--- src/rtl/eic_pkg.sv ---
package eic_pkg;
  localparam int DATA_W = 32;
  localparam int ADDR_W = 4;

  typedef enum logic [ADDR_W-1:0] {
    IDX_EN_SET   = 4'd0,
    IDX_EN_CLR   = 4'd1,
    IDX_MASK     = 4'd2,
    IDX_STAT     = 4'd3,
    IDX_STAT_CLR = 4'd4,
    IDX_MODE     = 4'd5,
    IDX_EDGE     = 4'd6,
    IDX_LEVEL    = 4'd7,
    IDX_NMI      = 4'd9
  } reg_idx_e;
endpackage

--- src/rtl/eic_sync.sv ---
module eic_sync #(
  parameter int W = 20
) (
  input  logic         clk,
  input  logic         rst_n,
  input  logic [W-1:0] async_i,
  output logic [W-1:0] cur_o,
  output logic [W-1:0] prev_o
);
  for (genvar i = 0; i < W; i++) begin : g_line
    logic st1, st2, st3;
    always_ff @(posedge clk) begin
      if (!rst_n) begin
        st1 <= 1'b0;
        st2 <= 1'b0;
        st3 <= 1'b0;
      end else begin
        st1 <= async_i[i];
        st2 <= st1;
        st3 <= st2;
      end
    end
    assign cur_o[i]  = st2;
    assign prev_o[i] = st3;
  end
endmodule

--- src/rtl/eic_sense.sv ---
module eic_sense #(
  parameter int W = 20
) (
  input  logic         clk,
  input  logic         rst_n,
  input  logic [W-1:0] cur_i,
  input  logic [W-1:0] prev_i,
  input  logic [W-1:0] mode_i,
  input  logic [W-1:0] edge_i,
  input  logic [W-1:0] level_i,
  input  logic [W-1:0] clr_i,
  output logic [W-1:0] status_o
);
  for (genvar i = 0; i < W; i++) begin : g_line
    logic lvl_hit, rise, fall, edg_hit, hit, st_q;
    always_comb begin
      lvl_hit = (cur_i[i] == level_i[i]);
      rise    = cur_i[i] & ~prev_i[i];
      fall    = ~cur_i[i] & prev_i[i];
      edg_hit = edge_i[i] ? rise : fall;
      hit     = mode_i[i] ? lvl_hit : edg_hit;
    end
    always_ff @(posedge clk) begin
      if (!rst_n) st_q <= 1'b0;
      else        st_q <= hit | (st_q & ~clr_i[i]);
    end
    assign status_o[i] = st_q;
  end
endmodule

--- src/rtl/eic_regs.sv ---
module eic_regs
  import eic_pkg::*;
#(
  parameter int W = 20
) (
  input  logic              clk,
  input  logic              rst_n,
  input  logic              wr_en,
  input  logic              rd_en,
  input  logic [ADDR_W-1:0] addr,
  input  logic [DATA_W-1:0] wdata,
  input  logic [W-1:0]      status_i,
  output logic [W-1:0]      mask_o,
  output logic [W-1:0]      mode_o,
  output logic [W-1:0]      edge_o,
  output logic [W-1:0]      level_o,
  output logic              nmi_en_o,
  output logic [W-1:0]      clr_o,
  output logic [DATA_W-1:0] rdata
);
  function automatic logic [DATA_W-1:0] widen(input logic [W-1:0] v);
    logic [DATA_W-1:0] r;
    r = '0;
    r[W-1:0] = v;
    return r;
  endfunction

  logic [W-1:0] wbits;
  assign wbits = wdata[W-1:0];

  always_ff @(posedge clk) begin
    if (!rst_n) begin
      mask_o   <= '0;
      mode_o   <= '0;
      edge_o   <= '0;
      level_o  <= '0;
      nmi_en_o <= 1'b0;
    end else if (wr_en) begin
      case (addr)
        IDX_EN_SET: mask_o   <= mask_o | wbits;
        IDX_EN_CLR: mask_o   <= mask_o & ~wbits;
        IDX_MODE:   mode_o   <= wbits;
        IDX_EDGE:   edge_o   <= wbits;
        IDX_LEVEL:  level_o  <= wbits;
        IDX_NMI:    nmi_en_o <= wdata[0];
        default: ;
      endcase
    end
  end

  assign clr_o = (wr_en && addr == IDX_STAT_CLR) ? wbits : '0;

  always_ff @(posedge clk) begin
    if (!rst_n) rdata <= '0;
    else if (rd_en) begin
      case (addr)
        IDX_MASK:  rdata <= widen(mask_o);
        IDX_STAT:  rdata <= widen(status_i);
        IDX_MODE:  rdata <= widen(mode_o);
        IDX_EDGE:  rdata <= widen(edge_o);
        IDX_LEVEL: rdata <= widen(level_o);
        IDX_NMI:   rdata <= {{(DATA_W-1){1'b0}}, nmi_en_o};
        default:   rdata <= '0;
      endcase
    end
  end
endmodule

--- src/rtl/eic_ctrl.sv ---
module eic_ctrl
  import eic_pkg::*;
#(
  parameter int NUM_LINES = 20
) (
  input  logic                 clk,
  input  logic                 rst_n,
  input  logic [NUM_LINES-1:0] ext_i,
  input  logic                 wr_en,
  input  logic                 rd_en,
  input  logic [3:0]           addr,
  input  logic [31:0]          wdata,
  output logic [31:0]          rdata,
  output logic                 irq_o,
  output logic                 nmi_o
);
  logic [NUM_LINES-1:0] cur, prev, mask, mode, edgep, levelp, clr, status;
  logic                 nmi_en;

  eic_sync #(.W(NUM_LINES)) u_sync (
    .clk(clk), .rst_n(rst_n), .async_i(ext_i), .cur_o(cur), .prev_o(prev)
  );

  eic_sense #(.W(NUM_LINES)) u_sense (
    .clk(clk), .rst_n(rst_n), .cur_i(cur), .prev_i(prev), .mode_i(mode),
    .edge_i(edgep), .level_i(levelp), .clr_i(clr), .status_o(status)
  );

  eic_regs #(.W(NUM_LINES)) u_regs (
    .clk(clk), .rst_n(rst_n), .wr_en(wr_en), .rd_en(rd_en), .addr(addr),
    .wdata(wdata), .status_i(status), .mask_o(mask), .mode_o(mode),
    .edge_o(edgep), .level_o(levelp), .nmi_en_o(nmi_en), .clr_o(clr),
    .rdata(rdata)
  );

  assign irq_o = |(status & mask);
  assign nmi_o = nmi_en & status[0];
endmodule

--- config.mk ---
export PLATFORM = sky130hd
export DESIGN_NAME = eic_ctrl
export DESIGN_NICKNAME = d
export VERILOG_FILES = /design/src/rtl/eic_pkg.sv /design/src/rtl/eic_sync.sv /design/src/rtl/eic_sense.sv /design/src/rtl/eic_regs.sv /design/src/rtl/eic_ctrl.sv
export SDC_FILE = /design/constraint.sdc
export NUM_CORES = 1
export LEC_CHECK = 0
export BUFFER_PORTS_ARGS = -buffer_cell sky130_fd_sc_hd__buf_2
export CAP_MARGIN = 20
export CORE_MARGIN = 1.5
export CORE_UTILIZATION = 55
export DETAILED_ROUTE_END_ITERATION = 12
export PLACE_DENSITY = 0.76
export SETUP_SLACK_MARGIN = 0.5
export SLEW_MARGIN = 20
export SYNTH_ARGS = -nofsm -noshare
export SYNTH_HDL_FRONTEND = slang
export SYNTH_SLANG_ARGS = --single-unit
--- constraint.sdc ---
create_clock -name clk -period 1.8 [get_ports clk]
set_clock_uncertainty 0.1 [all_clocks]
set_input_delay 0.18 -clock clk [delete_from_list [all_inputs] [get_ports clk]]
set_output_delay 0.18 -clock clk [all_outputs]
set_load 0.005 [all_outputs]
-- Word level (Yosys, flattened, before mapping)
Index checks and enable logic that the tools add are counted.
W data, S select, Z words.
- eq/ne operators: 28
- mux-type cells: 43
- bitwise operators: 145
- reductions and logical operators: 9
- operator list (operator ; number):
    $pmux W20 S6 ; 1
    $and A1 B1 Y1 ; 61
    $not A1 Y1 ; 60
    $and A20 B20 Y20 ; 2
    $mux W1 ; 40
    $pmux W20 S2 ; 1
    $eq A1 B1 Y1 ; 20
    $mux W20 ; 1
    $not A20 Y20 ; 1
    $or A1 B1 Y1 ; 20
    $or A20 B20 Y20 ; 1
    $reduce_or A20 Y1 ; 1
    $eq A4 B3 Y1 const B ; 4
    $reduce_and A2 Y1 ; 5
    $eq A4 B2 Y1 const B ; 2
    $eq A4 B1 Y1 const B ; 1
    $eq A4 B4 Y1 const B ; 1
    $logic_not A4 Y1 ; 1
    $reduce_bool A2 Y1 ; 1
    $logic_and A1 B1 Y1 ; 1
- flip-flop bits (word level): 193
- output and inout bits: 34

-- Longest topological paths before layout
- depth in word-level cells: 6
- mapped depth: 7

-- Modules after synthesis
From an unflattened synthesis, not the netlist that was laid out.
- cells, all modules: 930
- area, all modules: 8420.6 um^2
- modules (own cells, without submodules) (module ; instances ; cells each ; area each (um^2) ; sequential area each (um^2)):
    eic_regs ; 1 ; 569 ; 4747.1 ; 2021.9
    eic_sync ; 1 ; 166 ; 1966.9 ; 1201.2
    eic_sense ; 1 ; 182 ; 1584.0 ; 400.4
    eic_ctrl ; 1 ; 13 ; 122.6 ; 0.0

-- Worst setup path after synthesis
Ideal clock, no wire load.
- kind: in2reg
- start point: in addr[2]
- end point: reg u_regs.rdata[0]
- arrival: 1.209 ns
- required time: 1.640 ns
- setup slack: 0.430 ns
- cell stages on the path: 6
- path buffers: 2
- cell sequence: buf_6 or3b_1 buf_4 nor2_4 a221o_1 o2111a_1
- longest elaborated chain between the ends: 2
- elaborated cells on any way between the ends: 7
- classes of those cells: 6 x eq/ne; 1 x mux
- ends and longest elaborated chain (item ; line ; text):
    start: declaration ; eic_ctrl.sv:11 ; input logic [3:0] addr,
    $eq A4 B4 Y1 (tied with other cells) ; eic_regs.sv:56 ; case (addr)
    $pmux W20 S6 * ; eic_regs.sv:56 ;
    end signal: assignment ; eic_regs.sv:57 ; IDX_MASK: rdata <= widen(mask_o);
    end signal: assignment ; eic_regs.sv:58 ; IDX_STAT: rdata <= widen(status_i);
    end signal: assignment ; eic_regs.sv:59 ; IDX_MODE: rdata <= widen(mode_o);
    end: declaration ; eic_regs.sv:19 ; output logic [DATA_W-1:0] rdata
Every way passes the cells marked *; elsewhere a longest branch is shown, timed or not.
A chain may end at the register's enable or synchronous reset.

-- Final worst setup path
- start point: reg u_sense.g_line[17].st_q
- end point: out irq_o
- longest elaborated chain between the ends: 2
- ends and longest elaborated chain (item ; line ; text):
    start: declaration ; eic_sense.sv:15 ; logic lvl_hit, rise, fall, edg_hit, hit, st_q;
    start signal: assignment ; eic_sense.sv:25 ; else st_q <= hit | (st_q & ~clr_i[i]);
    $and A20 B20 Y20 ; eic_ctrl.sv:36 ; assign irq_o = |(status & mask);
    $reduce_or A20 Y1 ; eic_ctrl.sv:36 ;
    end: declaration ; eic_ctrl.sv:14 ; output logic irq_o,
Every way passes these cells.

==> flow_summary_export.csv <==
group,metric,value,unit
detailed_routing,drtIter0Drc,668,
synth,synth_cell_types,46,
worst_setup_path,cp.required,1520,ps
detailed_routing,routed-via-count,6680,
timing,fmax,497,MHz
detailed_routing,avgRoutedWirePerCell,18.1,um
clock_tree,cts.sinks,181,
place,portBuffers,69,
clock_tree,cts_buffers,17,
pwr,ir_drop,0.689,mV
worst_setup_path,cp_num_buf_inv,1,
floorplan,fp.dieW,120,um
synth,yosys-top-cells-area,"dfxtp_1 48%, a21oi_1 8.0%, nand2_1 6.1%",
cells_and_area,fin_nets,1002,
synth,ys_ff_latch,181,
detailed_routing,route.met3.wl,1660,um
synth,syn_inst,833,
pwr,p_int,6.51,mW
pwr,swShare,0.230,
synth,synth_top_family_by_area,"compound AO/OA/AOI/OAI gates",
worst_setup_path,cp-start-kind,"register",
synth,ys_seq_area_frac,0.479,
worst_setup_path,critical_path_peak_fanout,3,
floorplan,io_pins,94,
pwr,p_leak,3.70,nW
global_route,antenna_found_initial,1,
worst_setup_path,cp_slowest_cell,"dfxtp_2",
worst_setup_path,critPathMaxStageDelay,340,ps
pwr,powerDensity,914,nW/um^2
worst_setup_path,critical-path-top-delay-family,"compound AO/OA/AOI/OAI gates",
synth,synth_edf_count,0,
timing,finalMaxSlewViolations,0,
synth,synthSimpleGateAreaFrac,0.193,
run_status,status,"complete, but fails checks",
cells_and_area,drive_gt1_frac,0.175,
global_route,grt_pass1_wl,31900,um
detailed_routing,ant_nets,0,
floorplan,dieArea,14500,sq um
clock_tree,clk_pin_slew,60,ps
pwr,switchingPower,1.94,mW
clock_tree,cts_tree,"yes",
cells_and_area,n_fill_cell,1005,
clock_tree,clk_latency,430,ps
cells_and_area,most-common-layout-cells,"174 x dfxtp_1, 123 x nand2_1, 118 x a21oi_1",
synth,synth_compound_area_frac,0.202,
timing,period_share,1.12,
detailed_routing,first_pass_iters,7,
cells_and_area,final_common_cell,"dfxtp_1",
worst_setup_path,reg2reg_slack,570,ps
place,hpwlAfterDp,13200,um
pwr,sequentialPowerShare,0.496,
timing,finalSetupTns,-210,ps
global_route,grt.overflow.total,0,
cells_and_area,utilization,0.692,
synth,synthAdderAreaFrac,0,
synth,synth_mux_area_frac,0.0530,
global_route,grt_start_max_net_pins,49,
pwr,p_clk_frac,0.429,
synth,synth_top_cell_area_share,0.479,
floorplan,design.core.area,13300,sq um
pwr,combPwrFrac,0.075,
detailed_routing,wl_met2,9810,um
run_status,violations,"negative setup slack",
synth,ys_async_sr_fraction,0,
detailed_routing,avgViaCountPerCell,5.90,
floorplan,dieHeight,120,um
clock_tree,cts_buffer_depth,2,
worst_setup_path,endpoint_kind,"output port",
synth,synth_xor_area_frac,0.0232,
timing,worst_slack,-210,ps
worst_setup_path,path_cells,"a22o_1 > a221oi_2 > and3_1 > nand4_1 > buf_2",
job,maxCapViolCount,0,
place,gp_congestion,0.925,
floorplan,initial_core_util,0.566,
timing,setup_viol,1,
global_route,grt_pass1_vias,6246,
pwr,total_power,8.45,mW
timing,whs,7.98,ps
synth,syn_avg_cell_area,9.07,sq um
global_route,track_usage,0.285,
clock_tree,cts-root-buf,"clkbuf_16",
synth,yosys_warnings,0,
detailed_routing,wirelength,20500,um
synth,yosys.area.top_type,"dfxtp_1",
floorplan,rows,42,
worst_setup_path,arrival,1730,ps
detailed_routing,highest_layer,"met4",
worst_setup_path,worstSetupPathType,"reg2out",
clock_tree,cts.htree.levels,4,
cells_and_area,synthToLayoutAreaGrowth,22.2,%
timing,finalHoldViolations,0,
synth,synth-main-ff-cell,"dfxtp_1",
detailed_routing,drcViolationCount,0,
synth,syn_area,7560,sq um
timing,fin_crit,2010,ps
timing,rsz0062_at_grt,"true",
worst_hold_path,hold_class,"in2reg",
detailed_routing,drt-met1-wl,8550,um
[synthesized netlist by cell type, types with 3 or more instances]
master	count
clkbuf_1	34
o21a_1	19
o22ai_1	19
buf_4	17
buf_6	3
mux2i_1	40
buf_2	14
xor2_1	19
a21boi_0	19
nand2_1	123
a311oi_1	20
nor3_1	21
a21oi_1	121
o21ai_0	29
nor2_1	3
inv_1	3
and2_1	62
a221oi_1	4
o21ai_1	8
and3b_1	19
nor3b_1	19
a22o_1	5
dfxtp_1	181
[power groups by stage]
stage | sequential [mW] | combinational, mW | clock, mW
3_3_place_gp | 4.26 | 0.517 | 0
4_1_cts | 4.18 | 0.610 | 3.68
5_1_grt | 4.20 | 0.675 | 3.86
2_1_floorplan | 4.25 | 0.355 | 0
3_5_place_dp | 4.27 | 0.534 | 0
6_report | 4.19 | 0.632 | 3.63
[layer usage]
layer,vias up,track usage
met5,-,0
met4,0,0.130
met3,51,0.0703
met2,321,0.458
met1,3184,0.363
li1,3124,-
[worst reg2reg max path, delay by kind of cell, from the launching register on]
kind / cells / cell delay (ps)
AO/OA/AOI/OAI: 3 / 340
AND/OR/NAND/NOR: 1 / 390
flip-flops: 1 / 340
[through the flow]
stage / area, sq um / worst slack [ps] / std cells
floorplan: 7660 / 467 / 844
global placement: 8150 / 121 / 1055
detailed placement: 8150 / 61.9 / 1055
CTS: 9180 / -190 / 1128
global route: 9240 / -229 / 1131
finish: 9240 / -210 / 1132
[layout make-up]
type	instances	area, sq um	area share
antenna	1	2.50	0.000271
inverter	3	11.3	0.00122
multi-input combinational	592	3680	0.399
clock inverter	12	129	0.0139
tap	176	220	0.0238
sequential	181	3630	0.393
timing repair buffer	147	1100	0.120
clock buffer	20	457	0.0494
[cell families after synthesis]
logic type | count (synthesis)
AOI/OAI and AO/OA | 253
xor gates and xnor gates | 20
buffers and inverters | 71
DFF | 181
muxes | 40
other | 1
and+or+nand+nor | 267
[final timing paths]
kind / cells past startpoint / to / startpoint
hold / removal: 2 / u_regs.rdata[0] / rd_en
hold reg to reg: 1 / u_sync.g_line[8].st2 / u_sync.g_line[8].st1
setup / recovery: 5 / irq_o / u_sense.g_line[17].st_q
setup reg to reg: 4 / u_sense.g_line[8].st_q / u_regs.edge_o[8]
[repair_timing]
item | 4_1_cts | 5_1_grt
endpoints found under the setup margin | 7 | 23
gates resized for setup | 9 | 7
cloned | 0 | 1
endpoints found under the hold margin | 102 | 0
buffers inserted | 0 | 2
hold buffers | 41 | 0
pin swaps | 4 | 6
(Power assumes the default switching activity.)
